==> src/rtl/ecd_pkg.sv <==
package ecd_pkg;

    localparam int CTRL_W     = 16;
    localparam int RATIO_W    = 6;
    localparam int RATIO_LSB  = 2;
    localparam int DIV_W      = 7;
    localparam int LIN_LAST   = 6;
    localparam int MAX_CODE   = 50;
    localparam int SRC_KHZ    = 96000;

    // Two-piece mapping: step one up to divisor 8, step two beyond.
    function automatic logic [DIV_W-1:0] code_to_div(input logic [RATIO_W-1:0] code);
        logic [DIV_W-1:0] c7;
        c7 = DIV_W'(code);
        if (code <= RATIO_W'(LIN_LAST))
            return c7 + DIV_W'(2);
        else
            return DIV_W'(8) + ((c7 - DIV_W'(LIN_LAST)) << 1);
    endfunction

    function automatic logic [RATIO_W-1:0] clamp_code(input logic [RATIO_W-1:0] code);
        if (code > RATIO_W'(MAX_CODE))
            return RATIO_W'(MAX_CODE);
        else
            return code;
    endfunction

    typedef struct packed {
        logic [CTRL_W-1:0] word;
    } ctrl_state_t;

    typedef struct packed {
        logic [DIV_W-1:0] cnt;
        logic [DIV_W-1:0] div;
        logic             out;
    } div_state_t;

endpackage

==> src/rtl/ecd_ctrl_reg.sv <==
module ecd_ctrl_reg
    import ecd_pkg::*;
#(
    parameter logic [CTRL_W-1:0] RESET_WORD = 16'h0005
) (
    input  logic                clk,
    input  logic                rst_n,
    input  logic                wr_en,
    input  logic [CTRL_W-1:0]   wr_data,
    input  logic                set_en,
    input  logic [RATIO_W-1:0]  set_code,
    input  logic                init_en,
    output logic [CTRL_W-1:0]   word_o
);

    localparam int RATIO_MSB = RATIO_LSB + RATIO_W - 1;

    ctrl_state_t st_d, st_q;

    always_comb begin
        st_d = st_q;
        if (wr_en) begin
            st_d.word = wr_data;
            st_d.word[RATIO_MSB:RATIO_LSB] = clamp_code(wr_data[RATIO_MSB:RATIO_LSB]);
            st_d.word[0] = 1'b0;
        end else if (set_en) begin
            st_d.word[RATIO_MSB:RATIO_LSB] = clamp_code(set_code);
            st_d.word[0] = 1'b0;
        end else if (init_en) begin
            st_d.word[0] = 1'b0;
        end
    end

    always_ff @(posedge clk or negedge rst_n) begin
        if (!rst_n)
            st_q.word <= RESET_WORD;
        else
            st_q <= st_d;
    end

    assign word_o = st_q.word;

endmodule

==> src/rtl/ecd_rate_round.sv <==
module ecd_rate_round
    import ecd_pkg::*;
#(
    parameter int RATE_W  = 17,
    parameter int SRC_RATE = SRC_KHZ
) (
    input  logic [RATE_W-1:0]   rate_khz,
    output logic [RATIO_W-1:0]  code_o
);

    localparam int NCODES = MAX_CODE + 1;
    localparam int PROD_W = RATE_W + 1 + DIV_W;

    logic [NCODES-1:0] fits;
    logic [PROD_W-1:0] req_p1;

    assign req_p1 = PROD_W'(rate_khz) + PROD_W'(1);

    // floor(SRC/d) <= F  is equivalent to  SRC < (F+1)*d
    genvar k;
    generate
        for (k = 0; k < NCODES; k++) begin : g_cand
            logic [DIV_W-1:0]  dv;
            logic [PROD_W-1:0] prod;
            assign dv      = code_to_div(RATIO_W'(k));
            assign prod    = req_p1 * PROD_W'(dv);
            assign fits[k] = prod > PROD_W'(SRC_RATE);
        end
    endgenerate

    // Divisor grows with code, so the lowest fitting code is the fastest legal rate.
    always_comb begin
        code_o = RATIO_W'(MAX_CODE);
        for (int i = NCODES - 1; i >= 0; i--) begin
            if (fits[i]) code_o = RATIO_W'(i);
        end
    end

endmodule

==> src/rtl/ecd_div_core.sv <==
module ecd_div_core
    import ecd_pkg::*;
(
    input  logic               clk,
    input  logic               rst_n,
    input  logic               run,
    input  logic [DIV_W-1:0]   div_sel,
    output logic               out_o
);

    div_state_t st_d, st_q;

    always_comb begin
        st_d = st_q;
        if (!run) begin
            // Park at the last count so the first enabled cycle opens a fresh period.
            st_d.div = div_sel;
            st_d.cnt = div_sel - DIV_W'(1);
            st_d.out = 1'b0;
        end else begin
            if (st_q.cnt == st_q.div - DIV_W'(1)) begin
                st_d.cnt = '0;
                st_d.div = div_sel;
            end else begin
                st_d.cnt = st_q.cnt + DIV_W'(1);
            end
            st_d.out = st_d.cnt < (st_d.div >> 1);
        end
    end

    always_ff @(posedge clk or negedge rst_n) begin
        if (!rst_n) begin
            st_q.cnt <= DIV_W'(1);
            st_q.div <= DIV_W'(2);
            st_q.out <= 1'b0;
        end else begin
            st_q <= st_d;
        end
    end

    assign out_o = st_q.out;

endmodule

==> src/rtl/ext_clk_div.sv <==
module ext_clk_div
    import ecd_pkg::*;
#(
    parameter int                RATE_W     = 17,
    parameter int                SRC_RATE   = SRC_KHZ,
    parameter logic [CTRL_W-1:0] RESET_WORD = 16'h0005
) (
    input  logic                clk,
    input  logic                rst_n,
    input  logic                reg_wr,
    input  logic [CTRL_W-1:0]   reg_wdata,
    input  logic                rate_set,
    input  logic [RATE_W-1:0]   rate_khz,
    input  logic                init_req,
    input  logic                clk_req,
    output logic [CTRL_W-1:0]   reg_rdata,
    output logic [DIV_W-1:0]    cur_div,
    output logic                clk_out
);

    localparam int RATIO_MSB = RATIO_LSB + RATIO_W - 1;

    logic [RATIO_W-1:0] rounded_code;
    logic [CTRL_W-1:0]  word;

    ecd_rate_round #(
        .RATE_W   (RATE_W),
        .SRC_RATE (SRC_RATE)
    ) u_round (
        .rate_khz (rate_khz),
        .code_o   (rounded_code)
    );

    ecd_ctrl_reg #(
        .RESET_WORD (RESET_WORD)
    ) u_ctrl (
        .clk      (clk),
        .rst_n    (rst_n),
        .wr_en    (reg_wr),
        .wr_data  (reg_wdata),
        .set_en   (rate_set),
        .set_code (rounded_code),
        .init_en  (init_req),
        .word_o   (word)
    );

    assign cur_div   = code_to_div(word[RATIO_MSB:RATIO_LSB]);
    assign reg_rdata = word;

    ecd_div_core u_core (
        .clk     (clk),
        .rst_n   (rst_n),
        .run     (clk_req),
        .div_sel (cur_div),
        .out_o   (clk_out)
    );

endmodule

==> config.mk <==
export PLATFORM = sky130hd
export DESIGN_NAME = ext_clk_div
export DESIGN_NICKNAME = d
export VERILOG_FILES = /design/src/rtl/ecd_pkg.sv /design/src/rtl/ecd_ctrl_reg.sv /design/src/rtl/ecd_rate_round.sv /design/src/rtl/ecd_div_core.sv /design/src/rtl/ext_clk_div.sv
export SDC_FILE = /design/constraint.sdc
export NUM_CORES = 1
export LEC_CHECK = 0
export BUFFER_PORTS_ARGS = -buffer_cell sky130_fd_sc_hd__clkbuf_2
export CORE_ASPECT_RATIO = 1.75
export CORE_MARGIN = 1.5
export CORE_UTILIZATION = 55
export DETAILED_ROUTE_END_ITERATION = 6
export PLACE_DENSITY_LB_ADDON = 0.25
export SYNTH_ARGS = -nofsm -noshare
export SYNTH_HDL_FRONTEND = slang
export SYNTH_HIERARCHICAL = 1
export SYNTH_SLANG_ARGS = --single-unit
==> constraint.sdc <==
create_clock -name clk -period 9.1 [get_ports clk]
set_clock_uncertainty 0.1 [all_clocks]
set_input_delay 0.455 -clock clk [delete_from_list [all_inputs] [get_ports clk]]
set_output_delay 0.455 -clock clk [all_outputs]
set_load 0.05 [all_outputs]
==> impl_metrics.json, run 1 <==
{
  "status": "finished, final reports clean",
  "setup_tns_ns": 0,
  "drc": 0,
  "cts.htree.levels": 2,
  "avgSynthCellArea_um2": 7.825,
  "worst_pin_slew_ns": 1.315,
  "setup_viol": 0,
  "viasPerCell": 6.866,
  "cts_tree": "done",
  "cts.clk_slew.worst_paths_ns": 0.05,
  "die-area_um2": 70060,
  "initial_core_util": 0.5564,
  "grt_pass1_vias": 39232,
  "vias": 40207,
  "hold_viol": 0,
  "layout.nets": 5886,
  "worstPathRequired_ns": 9.21,
  "worst-path-buf-inv": 6,
  "drt_iter0_markers": 3905,
  "worstPathArrival_ns": 8.94,
  "worst_path_largest_cell_delay_ns": 0.83,
  "ys_seq_area_frac": 0.02075,
  "rsz0062_at_grt": "no",
  "syn_nets": 5744,
  "cts_buffers": 5,
  "hold_buffers": 0,
  "drive_above_1_share": 0.08603,
  "hpwl_mm": 133.4,
  "wl_per_cell_um": 28.16,
  "insertion_delay_ns": 0.29,
  "criticalPathCategory": "in2reg",
  "maxSlewViolCount": 0,
  "ys_ff_latch": 31,
  "synthArstFlopShare": 1.000,
  "p_leak_nw": 19.05,
  "slowest_stage": "a2111oi_0",
  "wl_mm": 164.9,
  "p_int_w": 0.003801,
  "rows": 126,
  "pwr-share-comb": 0.957,
  "cts_sinks": 31,
  "power.density_nw_per_um2": 230.7,
  "hp-class": "in2async",
  "clockPowerShare": 0.018,
  "grt_max_degree": 32,
  "fin_crit_sh": 0.9710,
  "p_sw_w": 0.005493,
  "grt_pass1_wl_mm": 243.6,
  "port_buffers": 61,
  "clk_path_buf_depth": 2,
  "pwr-share-seq": 0.025,
  "first_pass_iters": 7,
  "slew-limit-headroom": 0.1166,
  "fin_crit_ns": 8.836,
  "ys.flop_type": "dfrtp_1",
  "die_width_um": 200.7,
  "grt_overflow": 0,
  "areaGrowthSynthToFinish_pct": 7.066,
  "maxCapViolations": 0,
  "endpoint_kind": "flop",
  "critical_path_peak_fanout": 12,
  "io_pins": 63,
  "instances_no_fill": 5856,
  "syn_inst": 4809,
  "yosys_warnings": 6,
  "track_usage": 0.4656,
  "p_sw_frac": 0.5910,
  "holdWs_ns": 0.1505,
  "peakVddDrop_v": 0.0001588,
  "fmax_mhz": 113.2,
  "fp.coreArea_um2": 67630,
  "place_congestion": 1.136,
  "antenna_found_initial": 9,
  "fp.dieH_um": 349.0,
  "postRouteAntennaNets": 0,
  "ys_types": 125,
  "crit_family": "compound AO/OA/AOI/OAI gates",
  "dp.cells": 5835,
  "critPathLaunchType": "input pin",
  "synth_area_um2": 37630,
  "cts_root_buf": "clkbuf_16",
  "synth-edff-count": 0
}
==> cells in the mapped netlist (79+ instances only) <==
library cell	instances	area [um^2]
nor3_1	106	530.5
xnor2_1	194	1699
nor2_1	282	1059
ha_1	592	7407
fa_1	304	6086
nand2_1	264	991.0
a21oi_1	253	1266
xor2_1	98	858.3
a211oi_1	79	593.1
a21o_1	125	938.4
nand3_1	124	620.6
inv_1	669	2511
o21ai_0	248	1241
==> layout by cell type (no fill, tap or decap), types with 23 or more instances in the layout <==
master / instances
a2111oi_0: 29
a211o_1: 24
a211oi_1: 79
a21o_1: 125
a21oi_1: 253
a221oi_1: 26
a31oi_1: 75
and2_1: 34
and3_1: 39
buf_4: 182
clkbuf_2: 61
dfrtp_1: 27
fa_1: 304
ha_1: 589
inv_1: 668
mux2_2: 31
mux2i_1: 42
nand2_1: 264
nand2b_1: 59
nand3_1: 124
nand4_1: 58
nor2_1: 281
nor2b_1: 49
nor3_1: 106
nor3b_1: 25
nor4_1: 48
o2111ai_1: 34
o211a_1: 23
o211ai_1: 68
o21a_1: 68
o21ai_0: 248
o21bai_1: 47
o22ai_1: 28
o31ai_1: 39
or2_2: 37
or3_1: 44
or4_1: 24
xnor2_1: 188
xor2_1: 97
==> power groups by stage <==
stage,clock network [W],registers [W],logic [W]
6_report,0.000168,0.000232,0.00889
5_1_grt,0.000175,0.000236,0.00971
3_5_place_dp,0,0.000232,0.00854
4_1_cts,0.000170,0.000231,0.00860
3_3_place_gp,0,0.000231,0.00842
2_1_floorplan,0,0.000236,0.00646
==> per-stage QoR <==
stage	total power, W	setup slack, ns	utilization	area, um^2
final	0.009294	0.2643	0.5957	40290
after global routing	0.01012	0.02491	0.5954	40270
after CTS	0.008997	0.3189	0.5939	40170
after detailed placement	0.008775	0.04975	0.5917	40020
after global placement	0.008649	0.1324	0.5917	40020
after floorplan	0.006694	0.3526	-	37630
==> layout make-up <==
class,count,area [um^2]
multi-input combinational,3986,33940
fill,6346,27350
inverter,682,2564
timing repair buffer,245,1712
tap,896,1121
sequential,31,780.7
clock buffer,7,142.6
antenna,8,20.02
clock inverter,1,5.005
==> repair_timing <==
item	4_1_cts	5_1_grt
setup endpoints to repair	0	3
gates resized for setup	0	11
endpoints found under the hold margin	0	0
buffers inserted	0	5
==> flip-flops by register name, indices dropped and copies added (netlist names) <==
signal         cells
u_ctrl/word_o     16
u_core/st_q       14
u_core/out_o       1
==> routing by layer <==
metal  global-route usage  wire length, um  vias up
met5             0.007003              102        -
met4               0.5394            24150        8
met3               0.1300            16400     1047
met2               0.7586            73120     2339
met1               0.4444            51150    19016
li1                     -                -    17797
==> worst paths after layout <==
path / startpoint / to / slack (ns) / cells after the start
max: rate_khz[1] / u_ctrl/word_o[3] / 0.26 / 28
min: rst_n / u_core/st_q[13] / 0.15 / 1
max reg2reg: u_core/st_q[2] / u_core/out_o / 5.09 / 12
min reg2reg: u_ctrl/word_o[0] / u_ctrl/word_o[0] / 0.39 / 1
max in group asynchronous: rst_n / u_ctrl/word_o[9] / 8.23 / 1
min in group clk: init_req / u_ctrl/word_o[0] / 0.19 / 2
==> logic make-up (layout without fill, tap and decap cells) <==
group | Yosys count | after routing | synth area share
AO/OA/AOI/OAI | 1424 | 1424 | 0.2651
other | 0 | 8 | 0
multiplexers | 73 | 73 | 0.02045
buffers and inverters | 792 | 935 | 0.08127
flip-flops | 31 | 31 | 0.02075
XOR/XNOR | 299 | 299 | 0.07189
adder cells (fa/ha/maj) | 897 | 897 | 0.3588
AND/OR/NAND/NOR | 1293 | 1293 | 0.1817
(Power assumes the default switching activity.)
==> run 2: changes to the inputs <==
PLACE_DENSITY = 0.71   (was unset)
PLACE_DENSITY_LB_ADDON = unset   (was 0.25)
==> run 2 against run 1 <==
Effect of this change:
- the run now ends with design-rule violations left
- combinational power is 4.4% higher
- die area stayed put
- maximum frequency down 0.84%
- power rose by 4.1%
- via count up 1.2%
==> impl_metrics.json, run 2 (synthesis results as in run 1) <==
{
  "port_buffers": 61,
  "postRouteAntennaNets": 0,
  "rows": 126,
  "first_pass_iters": 7,
  "slew-limit-headroom": 0.009687,
  "place_congestion": 1.131,
  "clk_path_buf_depth": 2,
  "top_layer": "met5",
  "viasPerCell": 6.843,
  "maxCapViolations": 0,
  "critical_path_peak_fanout": 12,
  "crit_path_frequent_cell": "buf_4",
  "final_cell_mix": "inv_1 (667), ha_1 (591), fa_1 (304)",
  "fin_crit_ns": 8.911,
  "m1WireLength_mm": 54.80,
  "clockPowerShare": 0.017,
  "vias": 40687,
  "power.density_nw_per_um2": 236.1,
  "rsz0062_at_grt": "no",
  "fmax_mhz": 112.2,
  "r2r_start": "u_ctrl/word_o[3]",
  "slowest_stage": "or4_1",
  "layout.nets": 5980,
  "track_usage": 0.4869,
  "wl_met2_mm": 77.36,
  "insertion_delay_ns": 0.27,
  "antenna_found_initial": 8,
  "dp_slack_ns": 0.2101,
  "p_sw_w": 0.005648,
  "hpwl_mm": 141.4,
  "setup_viol": 0,
  "wl_met3_mm": 16.76,
  "grt_pass1_vias": 40263,
  "fin_crit_sh": 0.9792,
  "pwr-share-seq": 0.024,
  "critPathLaunchType": "input pin",
  "fp.dieH_um": 349.0,
  "cts.clk_slew.worst_paths_ns": 0.05,
  "io_pins": 63,
  "worst_path_largest_cell_delay_ns": 0.54,
  "initial_core_util": 0.5564,
  "setup_ws_ns": 0.1892,
  "grt_overflow": 0,
  "r2r_end": "u_core/out_o",
  "worstPathRequired_ns": 9.20,
  "final_common_cell": "inv_1",
  "nFillCells": 6459,
  "drc": 13,
  "criticalPathCategory": "in2reg",
  "rrSetupSlack_ns": 5.57,
  "die-area_um2": 70060,
  "cts_root_buf": "clkbuf_16",
  "grt_max_degree": 32,
  "hp-class": "in2async",
  "worst_pin_slew_ns": 1.485,
  "cts_sinks": 31,
  "grt_pass1_wl_mm": 253.5,
  "drive_above_1_share": 0.1031,
  "largest_register_ffs": 16,
  "ff2ff_path_depth": 11,
  "areaGrowthSynthToFinish_pct": 8.848,
  "peakVddDrop_v": 0.0001708,
  "violations": "design-rule violations",
  "drt_iter0_markers": 3638,
  "maxSlewViolCount": 0,
  "p_sw_frac": 0.5840,
  "wl_mm": 173.0,
  "worstPathArrival_ns": 9.01,
  "p_leak_nw": 19.51,
  "cts_tree": "done",
  "setup_tns_ns": 0,
  "endpoint_kind": "flop",
  "cts_buffers": 5,
  "pwr-share-comb": 0.959,
  "wl_per_cell_um": 29.09,
  "die_width_um": 200.7,
  "hold_viol": 0,
  "fp.coreArea_um2": 67630,
  "cts.htree.levels": 2,
  "p_int_w": 0.004023,
  "status": "complete, but fails checks"
}
run 2: cell count changes in the layout (fill, tap and decap cells not counted), moves of 2 or more:
cell / delta
and2_1: -2
buf_4: +93
diode_2: -4
ha_1: +2
ha_2: -2
xnor2_4: -2
run 2: per-layer routing:
metal,vias up,track usage
li1,17961,-
met1,19340,0.4705
met2,2367,0.8005
met3,1013,0.1396
met4,6,0.5292
met5,-,0
run 2: final cells by class:
type,count,area (um^2),share of cell area
clock buffer,7,142.6,0.003483
inverter,682,2567,0.06269
timing repair buffer,339,2430,0.05932
tap,896,1121,0.02737
sequential,31,780.7,0.01906
clock inverter,1,5.005,0.0001222
antenna,4,10.01,0.0002444
multi-input combinational,3986,33900,0.8277
run 2: power by group through the flow:
stage,Combinational [W],Clock (W),Sequential (W)
after global routing,0.0101,0.000171,0.000234
after detailed placement,0.00892,0,0.000230
after CTS,0.00899,0.000167,0.000228
after floorplan,0.00646,0,0.000236
final,0.00928,0.000165,0.000230
after global placement,0.00882,0,0.000227
run 2: worst max-delay path: cells and delay by family:
family	cells	cell delay [ns]
adders and majority gates	4	1.59
xor gates and xnor gates	1	0.26
AOI/OAI and AO/OA	11	2.49
buffers and inverters	10	2.08
muxes	1	0.29
and+or+nand+nor	5	1.81
run 2: what timing repair did:
item,CTS,global route
gates resized for setup,0,9
hold buffers,0,0
endpoints found under the setup margin,0,4
setup buffers,0,2
run 2: worst max path at each step:
stage,start,cells past startpoint,endpoint
2_1_floorplan,rate_khz[0],28,u_ctrl/word_o[3]
4_1_cts,rate_khz[4],32,u_ctrl/word_o[3]
3_3_place_gp,rate_khz[4],32,u_ctrl/word_o[3]
3_5_place_dp,rate_khz[4],32,u_ctrl/word_o[3]
6_report,rate_khz[4],32,u_ctrl/word_o[3]
5_1_grt,rate_khz[4],29,u_ctrl/word_o[3]
run 2: through the flow:
stage | cells | utilization | total power, W | hold slack, ns | cell area (um^2)
6_report | 5946 | 0.6056 | 0.009671 | 0.1511 | 40960
5_1_grt | 5942 | 0.6055 | 0.01047 | 0.1985 | 40950
4_1_cts | 5940 | 0.6049 | 0.009385 | 0.1731 | 40910
3_5_place_dp | 5932 | 0.6027 | 0.009154 | 0.3860 | 40760
3_3_place_gp | 5932 | 0.6027 | 0.009048 | 0.3820 | 40760
2_1_floorplan | 4809 | - | 0.006694 | 0.05941 | 37630
